===== src/rtl/clkctl_pkg.sv =====
package clkctl_pkg;
  localparam int DW        = 32;
  localparam int ADDR_W    = 12;
  localparam int NUM_REGS  = 28;
  localparam int IX_SEL_W  = $clog2(NUM_REGS);

  localparam int IX_PLL0   = 3;
  localparam int IX_PLL1   = 4;
  localparam int IX_SWRST  = 5;
  localparam int IX_PLL2   = 21;
  localparam int IX_PLLG   = 24;
  localparam int IX_SECS   = 26;
  localparam int IX_TICKS  = 27;

  localparam int PLL_LOCK  = 31;
  localparam int PLL_LOST  = 30;
  localparam int PLL_PDOWN = 12;

  typedef struct packed {
    logic                wrEn;
    logic                rdEn;
    logic [IX_SEL_W-1:0] idx;
    logic                fault;
  } ctlStrobe_t;

  function automatic logic isPllIdx(int idx);
    return (idx == IX_PLL0) || (idx == IX_PLL1) || (idx == IX_PLL2) || (idx == IX_PLLG);
  endfunction

  function automatic logic [DW-1:0] coldValue(int idx);
    case (idx)
      0, 10, 12, 14, 15, 16: return 32'hffff_ffff;
      1:  return 32'h004a_aaaa;
      2:  return 32'h5413_f855;
      3:  return 32'h8022_2101;
      4:  return 32'h8020_2101;
      8:  return 32'h0000_1000;
      9:  return 32'h8000_0000;
      11: return 32'haa4f_8f9f;
      13: return 32'h0300_0000;
      17: return 32'h0000_0003;
      21: return 32'h80c0_2105;
      23: return 32'h0400_0003;
      24: return 32'h8122_8606;
      25: return 32'h0000_00c8;
      default: return '0;
    endcase
  endfunction

  function automatic logic [DW-1:0] pllMerge(logic [DW-1:0] oldVal, logic [DW-1:0] wrVal);
    logic [DW-1:0] nv;
    nv = wrVal;
    if (wrVal[PLL_PDOWN]) begin
      nv[PLL_LOCK] = 1'b0;
      nv[PLL_LOST] = 1'b1;
    end else begin
      nv[PLL_LOCK] = 1'b1;
      nv[PLL_LOST] = oldVal[PLL_LOST] & ~wrVal[PLL_LOST];
    end
    return nv;
  endfunction
endpackage


===== src/rtl/clkctl_ctrl.sv =====
module clkctl_ctrl
  import clkctl_pkg::*;
(
  input  logic              clk,
  input  logic              rstN,
  input  logic              reqValid,
  input  logic              reqWrite,
  input  logic [ADDR_W-1:0] reqAddr,
  output ctlStrobe_t        strobe,
  output logic              rspValid,
  output logic              rspErr
);
  localparam int IDX_W = ADDR_W - 2;

  logic [IDX_W-1:0] wordIdx;
  logic aligned, inRange, isWriteOnly, isReadOnly, fault;

  assign wordIdx     = reqAddr[ADDR_W-1:2];
  assign aligned     = (reqAddr[1:0] == 2'b00);
  assign inRange     = (wordIdx < IDX_W'(NUM_REGS));
  assign isWriteOnly = (wordIdx == IDX_W'(IX_SWRST));
  assign isReadOnly  = (wordIdx == IDX_W'(IX_SECS)) || (wordIdx == IDX_W'(IX_TICKS));

  always_comb begin
    fault = reqValid && (!aligned || !inRange ||
                         (!reqWrite && isWriteOnly) ||
                         (reqWrite && isReadOnly));
    strobe.fault = fault;
    strobe.wrEn  = reqValid && reqWrite && !fault && !isWriteOnly;
    strobe.rdEn  = reqValid && !reqWrite && !fault;
    strobe.idx   = wordIdx[IX_SEL_W-1:0];
  end

  always_ff @(posedge clk or negedge rstN) begin
    if (!rstN) begin
      rspValid <= 1'b0;
      rspErr   <= 1'b0;
    end else begin
      rspValid <= reqValid && !reqWrite;
      rspErr   <= fault;
    end
  end

  AST_RSP_AFTER_READ: assert property (@(posedge clk) disable iff (!rstN)
    rspValid |-> $past(reqValid && !reqWrite));
  AST_ERR_HAS_REQUEST: assert property (@(posedge clk) disable iff (!rstN)
    rspErr |-> $past(reqValid));
  AST_NO_WRITE_ON_FAULT: assert property (@(posedge clk) disable iff (!rstN)
    strobe.fault |-> !strobe.wrEn && !strobe.rdEn);
endmodule


===== src/rtl/clkctl_counters.sv =====
module clkctl_counters
  import clkctl_pkg::*;
#(
  parameter int SUB_TICK_CYCLES = 64,
  parameter int CNT_WRAP        = 25000000,
  parameter int CNT_STEP        = 16
) (
  input  logic          clk,
  input  logic          rstN,
  output logic [DW-1:0] ticksOut,
  output logic [DW-1:0] secsOut
);
  localparam int SUB_W  = (SUB_TICK_CYCLES > 1) ? $clog2(SUB_TICK_CYCLES) : 1;
  localparam int TICK_W = $clog2(CNT_WRAP);

  logic [SUB_W-1:0]  subQ;
  logic [TICK_W-1:0] ticksQ;
  logic [TICK_W:0]   ticksSum;
  logic [DW-1:0]     secsQ;
  logic              tickEn, wrapNow;

  assign tickEn   = (subQ == SUB_W'(SUB_TICK_CYCLES - 1));
  assign ticksSum = {1'b0, ticksQ} + (TICK_W + 1)'(CNT_STEP);
  assign wrapNow  = (ticksSum >= (TICK_W + 1)'(CNT_WRAP));

  always_ff @(posedge clk or negedge rstN) begin
    if (!rstN) begin
      subQ   <= '0;
      ticksQ <= '0;
      secsQ  <= '0;
    end else begin
      subQ <= tickEn ? '0 : subQ + 1'b1;
      if (tickEn) begin
        ticksQ <= wrapNow ? '0 : ticksSum[TICK_W-1:0];
        if (wrapNow) secsQ <= secsQ + 1'b1;
      end
    end
  end

  assign ticksOut = DW'(ticksQ);
  assign secsOut  = secsQ;

  AST_TICKS_IN_RANGE: assert property (@(posedge clk) disable iff (!rstN)
    ticksOut < DW'(CNT_WRAP));
  AST_TICKS_STEP_ALIGNED: assert property (@(posedge clk) disable iff (!rstN)
    (ticksOut % DW'(CNT_STEP)) == 0);
  AST_SECS_ON_WRAP: assert property (@(posedge clk) disable iff (!rstN)
    !$stable(secsOut) |-> ticksOut == '0);
endmodule


===== src/rtl/clkctl_datapath.sv =====
module clkctl_datapath
  import clkctl_pkg::*;
#(
  parameter int SUB_TICK_CYCLES = 64,
  parameter int CNT_WRAP        = 25000000,
  parameter int CNT_STEP        = 16
) (
  input  logic          clk,
  input  logic          rstN,
  input  ctlStrobe_t    strobe,
  input  logic [DW-1:0] reqWdata,
  output logic [DW-1:0] rspRdata
);
  logic [DW-1:0] regQ [NUM_REGS];
  logic [DW-1:0] ticksVal, secsVal, rdNext;

  clkctl_counters #(
    .SUB_TICK_CYCLES(SUB_TICK_CYCLES),
    .CNT_WRAP       (CNT_WRAP),
    .CNT_STEP       (CNT_STEP)
  ) counters_i (
    .clk     (clk),
    .rstN    (rstN),
    .ticksOut(ticksVal),
    .secsOut (secsVal)
  );

  for (genvar gi = 0; gi < NUM_REGS; gi++) begin : gReg
    if (gi == IX_SWRST || gi == IX_SECS || gi == IX_TICKS) begin : gNone
      assign regQ[gi] = '0;
    end else if (isPllIdx(gi)) begin : gPll
      always_ff @(posedge clk or negedge rstN) begin
        if (!rstN) regQ[gi] <= coldValue(gi);
        else if (strobe.wrEn && strobe.idx == IX_SEL_W'(gi))
          regQ[gi] <= pllMerge(regQ[gi], reqWdata);
      end
      AST_PLL_LOCK_VS_PDOWN: assert property (@(posedge clk) disable iff (!rstN)
        regQ[gi][PLL_LOCK] == !regQ[gi][PLL_PDOWN]);
      AST_PLL_LOST_STICKY: assert property (@(posedge clk) disable iff (!rstN)
        ($past(regQ[gi][PLL_LOST]) && !regQ[gi][PLL_PDOWN] &&
         !$past(reqWdata[PLL_LOST])) |-> regQ[gi][PLL_LOST]);
    end else begin : gPlain
      always_ff @(posedge clk or negedge rstN) begin
        if (!rstN) regQ[gi] <= coldValue(gi);
        else if (strobe.wrEn && strobe.idx == IX_SEL_W'(gi))
          regQ[gi] <= reqWdata;
      end
    end
  end

  always_comb begin
    rdNext = '0;
    if (strobe.rdEn) begin
      if (strobe.idx == IX_SEL_W'(IX_TICKS))     rdNext = ticksVal;
      else if (strobe.idx == IX_SEL_W'(IX_SECS)) rdNext = secsVal;
      else                                       rdNext = regQ[strobe.idx];
    end
  end

  always_ff @(posedge clk or negedge rstN) begin
    if (!rstN) rspRdata <= '0;
    else       rspRdata <= rdNext;
  end
endmodule


===== src/rtl/clkctl_regfile.sv =====
module clkctl_regfile
  import clkctl_pkg::*;
#(
  parameter int SUB_TICK_CYCLES = 64,
  parameter int CNT_WRAP        = 25000000,
  parameter int CNT_STEP        = 16
) (
  input  logic        clk,
  input  logic        rstN,
  input  logic        reqValid,
  input  logic        reqWrite,
  input  logic [11:0] reqAddr,
  input  logic [31:0] reqWdata,
  output logic        rspValid,
  output logic [31:0] rspRdata,
  output logic        rspErr
);
  ctlStrobe_t strobe;

  clkctl_ctrl ctrl_i (
    .clk     (clk),
    .rstN    (rstN),
    .reqValid(reqValid),
    .reqWrite(reqWrite),
    .reqAddr (reqAddr),
    .strobe  (strobe),
    .rspValid(rspValid),
    .rspErr  (rspErr)
  );

  clkctl_datapath #(
    .SUB_TICK_CYCLES(SUB_TICK_CYCLES),
    .CNT_WRAP       (CNT_WRAP),
    .CNT_STEP       (CNT_STEP)
  ) dp_i (
    .clk     (clk),
    .rstN    (rstN),
    .strobe  (strobe),
    .reqWdata(reqWdata),
    .rspRdata(rspRdata)
  );

  AST_FAULT_READ_ZERO: assert property (@(posedge clk) disable iff (!rstN)
    (rspValid && rspErr) |-> rspRdata == '0);
  AST_IDLE_DATA_ZERO: assert property (@(posedge clk) disable iff (!rstN)
    !rspValid |-> rspRdata == '0);
endmodule


===== config.mk =====
export PLATFORM = sky130hd
export DESIGN_NAME = clkctl_regfile
export DESIGN_NICKNAME = d
export VERILOG_FILES = /design/src/rtl/clkctl_pkg.sv /design/src/rtl/clkctl_ctrl.sv /design/src/rtl/clkctl_counters.sv /design/src/rtl/clkctl_datapath.sv /design/src/rtl/clkctl_regfile.sv
export SDC_FILE = /design/constraint.sdc
export NUM_CORES = 1
export LEC_CHECK = 0
export CAP_MARGIN = 20
export CELL_PAD_IN_SITES_DETAIL_PLACEMENT = 0
export CELL_PAD_IN_SITES_GLOBAL_PLACEMENT = 1
export CORE_MARGIN = 1.5
export CORE_UTILIZATION = 57
export CTS_BUF_LIST = sky130_fd_sc_hd__clkbuf_8 sky130_fd_sc_hd__clkbuf_16
export DETAILED_ROUTE_END_ITERATION = 6
export HOLD_SLACK_MARGIN = 0.12
export MAX_ROUTING_LAYER = met4
export PLACE_DENSITY = 0.86
export SLEW_MARGIN = 10
export SYNTH_ARGS = -nofsm -noshare
export SYNTH_HDL_FRONTEND = slang
export SYNTH_SLANG_ARGS = --single-unit

===== constraint.sdc =====
create_clock -name clk -period 5.6 [get_ports clk]
set_clock_uncertainty 0.15 [all_clocks]
set_input_delay 1.12 -clock clk [delete_from_list [all_inputs] [get_ports clk]]
set_output_delay 1.12 -clock clk [all_outputs]
set_load 0.005 [all_outputs]

# Word-level counts from Yosys, hierarchy flattened
# Cells that the tools add are included.
# word_totals
ff_bits	897
in_bits	48
output_inout_bits	34
elab_cells	130
# op_classes
addsub	3
magnitude_cmp	3
eq_ne	30
muxes	12
n_bitwise	6
reduce_logical	45
# op_table
op	count
binary-select mux 32 bit (select 5 bit)	1
2-to-1 mux 32 bit	5
equality test 5 bit (second input constant)	12
equality test 5 x 4 -> 1 bit (second input constant)	8
logical AND 1 bit	33
adder 32 x 1 -> 32 bit (second input constant)	1
adder 25 x 5 -> 26 bit (second input constant)	1
greater-or-equal comparator 26 x 25 -> 1 bit (second input constant)	1
2-to-1 mux 25 bit	1
equality test 10 x 5 -> 1 bit (second input constant)	2
equality test 5 x 3 -> 1 bit (second input constant)	3
equality test 10 x 3 -> 1 bit (second input constant)	1
equality test 5 x 2 -> 1 bit (second input constant)	2
less-than comparator 10 x 5 -> 1 bit (second input constant)	1
2-to-1 mux 2 bit	4
adder 6 x 1 -> 6 bit (second input constant)	1
equality test 6 bit (second input constant)	1
greater-or-equal comparator 6 bit (second input constant)	1
2-to-1 mux 6 bit	1
NOT 5 -> 6 bit	1
equality test 5 x 1 -> 1 bit (second input constant)	1
zero test 1 bit	5
zero test 5 bit	1
AND 1 bit	4
4 further kinds	7

# Depth between registers and ports, before layout
# logic_depth
depth_word	10
ltp_mapped	11
ltp_nobuf	8

# Cells and area by module
# A second synthesis with hierarchy kept.
# hier_totals
cells_unflattened	3024
hier_area_um2	41979.0
# by_module_without_submodules
mod	n_inst	cells_each	area_per_inst_um2	seq_area_each_um2
clkctl_datapath	1	2630	38363.0	21166.6
clkctl_counters	1	372	3433.3	1476.4
clkctl_ctrl	1	22	182.7	50.0

# Least setup slack after synthesis
# OpenSTA, ideal clock, no wires.
# synth_path
path_kind	input to register
start	input port reqAddr[2]
end	register dp_i.regQ[248] (netlist bit)
setup_ns	0.125
arrival_time_ns	3.167
t_required_ns	5.325
setup_slack_ns	2.158
cell_stages	8
n_path_buf	5
path_cell_list	buf_2 > buf_2 > buf_2 > buf_2 > nor2_2 > nand2_1 > clkbuf_1 > mux2_2
# synth_between
elab_chain_len	10
word_cells_on_any_way	18
cone_classes	1 x order compare; 4 x eq/ne; 13 x reduce/logical
# synth_lines
element	line	source
start, declared	clkctl_regfile.sv:12	input logic [11:0] reqAddr,
less-than comparator 10 x 5 -> 1 bit	clkctl_ctrl.sv:20	assign inRange = (wordIdx < IDX_W'(NUM_REGS));
zero test 1 bit	clkctl_ctrl.sv:25	fault = reqValid && (!aligned || !inRange ||
logical OR 1 bit (2 in a row)	clkctl_ctrl.sv:25	
logical OR 1 bit	clkctl_ctrl.sv:26	(!reqWrite && isWriteOnly) ||
logical AND 1 bit	clkctl_ctrl.sv:25	
zero test 1 bit	clkctl_ctrl.sv:29	strobe.wrEn = reqValid && reqWrite && !fault && !isWriteOnly;
logical AND 1 bit (2 in a row)	clkctl_ctrl.sv:29	
logical AND 1 bit (*)	clkctl_datapath.sv:45	else if (strobe.wrEn && strobe.idx == IX_SEL_W'(gi))
end signal, assigned by index	clkctl_datapath.sv:44	if (!rstN) regQ[gi] <= coldValue(gi);
end signal, assigned by index	clkctl_datapath.sv:46	regQ[gi] <= reqWdata;
end, declared	clkctl_datapath.sv:14	logic [DW-1:0] regQ [NUM_REGS];
# Mark *: on every way between the ends. The rest lies on a longest branch, timed or not.
# A chain may end at the register's enable or synchronous reset.

# Worst setup path after layout
# layout_path
start	input port reqAddr[4]
end	register dp_i.regQ[793] (netlist bit)
# layout_between
elab_chain_len	10
word_cells_on_any_way	18
cone_classes	1 x order compare; 4 x eq/ne; 13 x reduce/logical
# layout_lines
element	line	source
less-than comparator 10 x 5 -> 1 bit	clkctl_ctrl.sv:20	
zero test 1 bit	clkctl_ctrl.sv:25	
logical OR 1 bit (2 in a row)	clkctl_ctrl.sv:25	
logical OR 1 bit	clkctl_ctrl.sv:26	
logical AND 1 bit	clkctl_ctrl.sv:25	
zero test 1 bit	clkctl_ctrl.sv:29	
logical AND 1 bit (2 in a row)	clkctl_ctrl.sv:29	
logical AND 1 bit (*)	clkctl_datapath.sv:34	else if (strobe.wrEn && strobe.idx == IX_SEL_W'(gi))
end signal, assigned by index	clkctl_datapath.sv:33	if (!rstN) regQ[gi] <= coldValue(gi);
end signal, assigned by index	clkctl_datapath.sv:35	regQ[gi] <= pllMerge(regQ[gi], reqWdata);
# Marked as above.

==> results.json <==
{
  "min_period_ns": 4.10,
  "hold_viol": 0,
  "grtUsageTotal_pct": 30.1,
  "ctsHtreeMaxLevel": 3,
  "min_from": "dp_i.regQ[414]$_DFFE_PN1P_",
  "cpMostUsedCell": "buf_4",
  "nets": 2947,
  "clockBufferDepth": 3,
  "synth-seq-cells": 893,
  "rr_startpoint": "dp_i.counters_i.ticksQ[4]$_DFFE_PN0N_",
  "worst_pin_slew_ns": 1.16,
  "r2r_cells": 8,
  "final_cell_mix": "mux2_2, dfrtp_1, dfstp_2",
  "cts_tree": "done",
  "setup-tns-final_ns": 0,
  "slowest_stage": "clkdlybuf4s50_1",
  "relSlewSlack_pct": 22.3,
  "dieArea_sq_um": 74300,
  "ios": 82,
  "drive_above_1_share_pct": 48.9,
  "rsz0062_at_grt": "false",
  "slew_viol_final": 0,
  "peakVddDrop_mv": 0.231,
  "arrival_ns": 4.46,
  "startpoint_type": "input port",
  "dieHeight_microns": 273,
  "async_flop_share_pct": 100,
  "worst-path-buf-inv": 3,
  "initial_core_util_pct": 57.8,
  "hold_depth": 2,
  "row_count": 98,
  "cp.required_ns": 5.95,
  "final_common_cell": "mux2_2",
  "synth_edf_count": 0,
  "worstSetupEndpointType": "flip-flop",
  "drt_pass1_iterations": 7,
  "critPathTopFamily": "buffers and inverters",
  "cap_violations": 0,
  "p_leak_nw": 21.1,
  "post_cts.repair.setup_buffers": 0,
  "postSynthAreaPerCell_sq_um": 14.2,
  "clock_tree.root_cell": "clkbuf_16",
  "finalCritPeriodShare_pct": 73.3,
  "post_cts_resized": 0,
  "setup_viol": 0,
  "io_buffers": 81,
  "cp.depth": 9,
  "grt_pass1_wl_microns": 165000,
  "crit_fanout": 26,
  "grt_start_max_net_pins": 129,
  "worst-r2r-setup-slack_ns": 1.76,
  "die_w_microns": 273,
  "clkTransAtPathRegs_ns": 0.06,
  "grt_overflow": 0,
  "wl_per_cell_microns": 26.9,
  "critPathKind": "in -> reg",
  "yosysWarnings": 0,
  "slowest_delay_ns": 0.77,
  "viasPerCell": 6.46,
  "antenna_left": 0,
  "drc": 0,
  "yosysUniqueCellTypes": 72,
  "synth-seq-area-share_pct": 54.7,
  "finalWorstSetupSlack_ns": 1.50,
  "post-place-ws_ns": 0.924,
  "hold_buffers": 0,
  "synthCells": 2914,
  "drt_iter0_markers": 2074,
  "place_congestion": 0.868,
  "antenna_found_initial": 1,
  "status": "complete, no violations",
  "hold_class": "reg -> reg",
  "synth.net_count": 2966,
  "r2r-end": "dp_i.counters_i.secsOut[1]$_DFFE_PN0P_",
  "grt_pass1_vias": 27200,
  "place_hpwl_microns": 65200,
  "cts_buffers": 95,
  "core_area_sq_um": 71700,
  "p_per_area_nw_per_um2": 286,
  "synthFlopType": "dfrtp_1",
  "cts.sinks": 893,
  "startpoint": "reqAddr[4]",
  "synth_area_sq_um": 41500,
  "clkLatencyLatePin_ns": 0.65,
  "fillCellCount": 5089,
  "finalWirelength_microns": 106000,
  "cp_cell_sequence": "clkdlybuf4s50_1 > a21oi_1 > o311ai_1 > nor4_4 > buf_4 > and2_0 > nand2_2 > buf_4 > mux2_2",
  "hold_end": "dp_i.regQ[414]$_DFFE_PN1P_",
  "dr_total_vias": 25400,
  "syn2layout_area_growth_pct": 11.4,
  "fmax_ghz": 0.244
}
per-layer routing:
| layer | track usage, % | routed length (microns) | vias to the layer above |
|---|---|---|---|
| met5 | - | 0 | - |
| met4 | 9.20 | 2690 | 0 |
| met3 | 5.44 | 6610 | 196 |
| met2 | 46.6 | 50900 | 780 |
| met1 | 40.7 | 45600 | 13700 |
| li1 | - | - | 10700 |
cell families (layout without fill, tap and decap cells):
logic type / after synthesis / after routing / synth area share (%)
flops: 893 / 893 / 54.7
mux: 1005 / 1005 / 32.3
xor+xnor: 35 / 35 / 0.740
compound gates: 324 / 324 / 4.94
buf+inv: 284 / 345 / 2.95
fa+ha+maj: 4 / 4 / 0.121
other cells: 0 / 2 / 0
simple gates: 369 / 369 / 4.19
area by class of cell:
cell class / instances / area, sq um / share of cell area, %
inverters: 22 / 83.8 / 0.181
multi-input cells: 1737 / 17600 / 38.2
clock inverters: 60 / 402 / 0.870
diodes: 2 / 5.00 / 0.0108
repair buffers: 146 / 1490 / 3.23
clock buffers: 117 / 2700 / 5.85
well taps: 950 / 1190 / 2.57
flip-flops and latches: 893 / 22700 / 49.1
through the flow:
stage	power, mW	hold WS, ns	cells	utilization, %	area [sq um]
6_report	13.2	0.329	3927	64.4	46200
5_1_grt	13.6	0.340	3926	64.4	46200
4_1_cts	13.3	0.330	3924	64.3	46200
3_5_place_dp	7.15	0.320	3747	60.0	43100
3_3_place_gp	7.13	0.306	3747	60.0	43100
2_1_floorplan	6.84	0.291	2914	-	41500
worst max path at each step:
stage | end | slack [ns]
final | dp_i.regQ[793]$_DFFE_PN0P_ | 1.50
after global routing | dp_i.regQ[264]$_DFFE_PN0P_ | 1.39
after CTS | dp_i.regQ[827]$_DFFE_PN0P_ | 1.59
after detailed placement | dp_i.regQ[463]$_DFFE_PN0P_ | 0.92
after global placement | dp_i.regQ[126]$_DFFE_PN0P_ | 0.91
after floorplan | dp_i.regQ[248]$_DFFE_PN0P_ | 2.16
cell usage after synthesis, types with 3 or more instances:
library cell / number / share of area [%]
a31oi_1: 8 / 0.12
a311oi_1: 6 / 0.13
nor4_1: 6 / 0.091
a221oi_1: 5 / 0.11
nand2_1: 176 / 1.6
a2111oi_0: 3 / 0.063
o21ai_0: 122 / 1.5
a22o_1: 11 / 0.23
o31ai_1: 11 / 0.20
a21oi_1: 65 / 0.78
o211ai_1: 26 / 0.47
buf_2: 99 / 1.2
ha_1: 4 / 0.12
a211oi_2: 3 / 0.091
buf_4: 4 / 0.072
and2_1: 6 / 0.091
nand4_1: 11 / 0.17
mux2_2: 731 / 20
inv_1: 21 / 0.19
nor2_1: 67 / 0.61
mux2_1: 18 / 0.49
a211oi_1: 7 / 0.13
mux2i_1: 64 / 1.5
dfrtp_1: 616 / 37
dfstp_2: 277 / 18
nor3_1: 20 / 0.24
nand3_1: 33 / 0.40
a22oi_1: 17 / 0.31
and4_1: 4 / 0.085
clkbuf_1: 141 / 1.3
buf_1: 14 / 0.13
nor3_2: 3 / 0.072
and3_1: 17 / 0.26
mux4_2: 192 / 10
o2111ai_1: 15 / 0.32
o21ai_1: 4 / 0.048
xor2_1: 15 / 0.32
xnor2_1: 20 / 0.42
nor2b_1: 6 / 0.091
o21a_1: 3 / 0.054
worst reg2reg max path, cell delays in order (launching register included):
cell	delay [ns]
dfrtp_1	0.51
ha_1	0.36
nand4_2	0.25
nor4_4	0.49
a211oi_1	0.16
a211oi_1	0.45
o21a_2	0.67
o21ai_0	0.33
mux2_2	0.33
state kept, by name, indices dropped and copies added, names as in the netlist:
signal and cells:
dp_i.counters_i.secsOut 32, dp_i.counters_i.subQ 6, dp_i.regQ 800, ctrl_i.rspValid 1, dp_i.counters_i.ticksQ 21, dp_i.rspRdata 32
ctrl_i.rspErr 1
power breakdown:
part | switching [mW] | total (mW) | internal [mW]
clock | 2.54 | 6.16 | 3.62
combinational | 0.407 | 0.553 | 0.146
sequential | 0.00606 | 6.49 | 6.48
(Power assumes the default switching activity.)
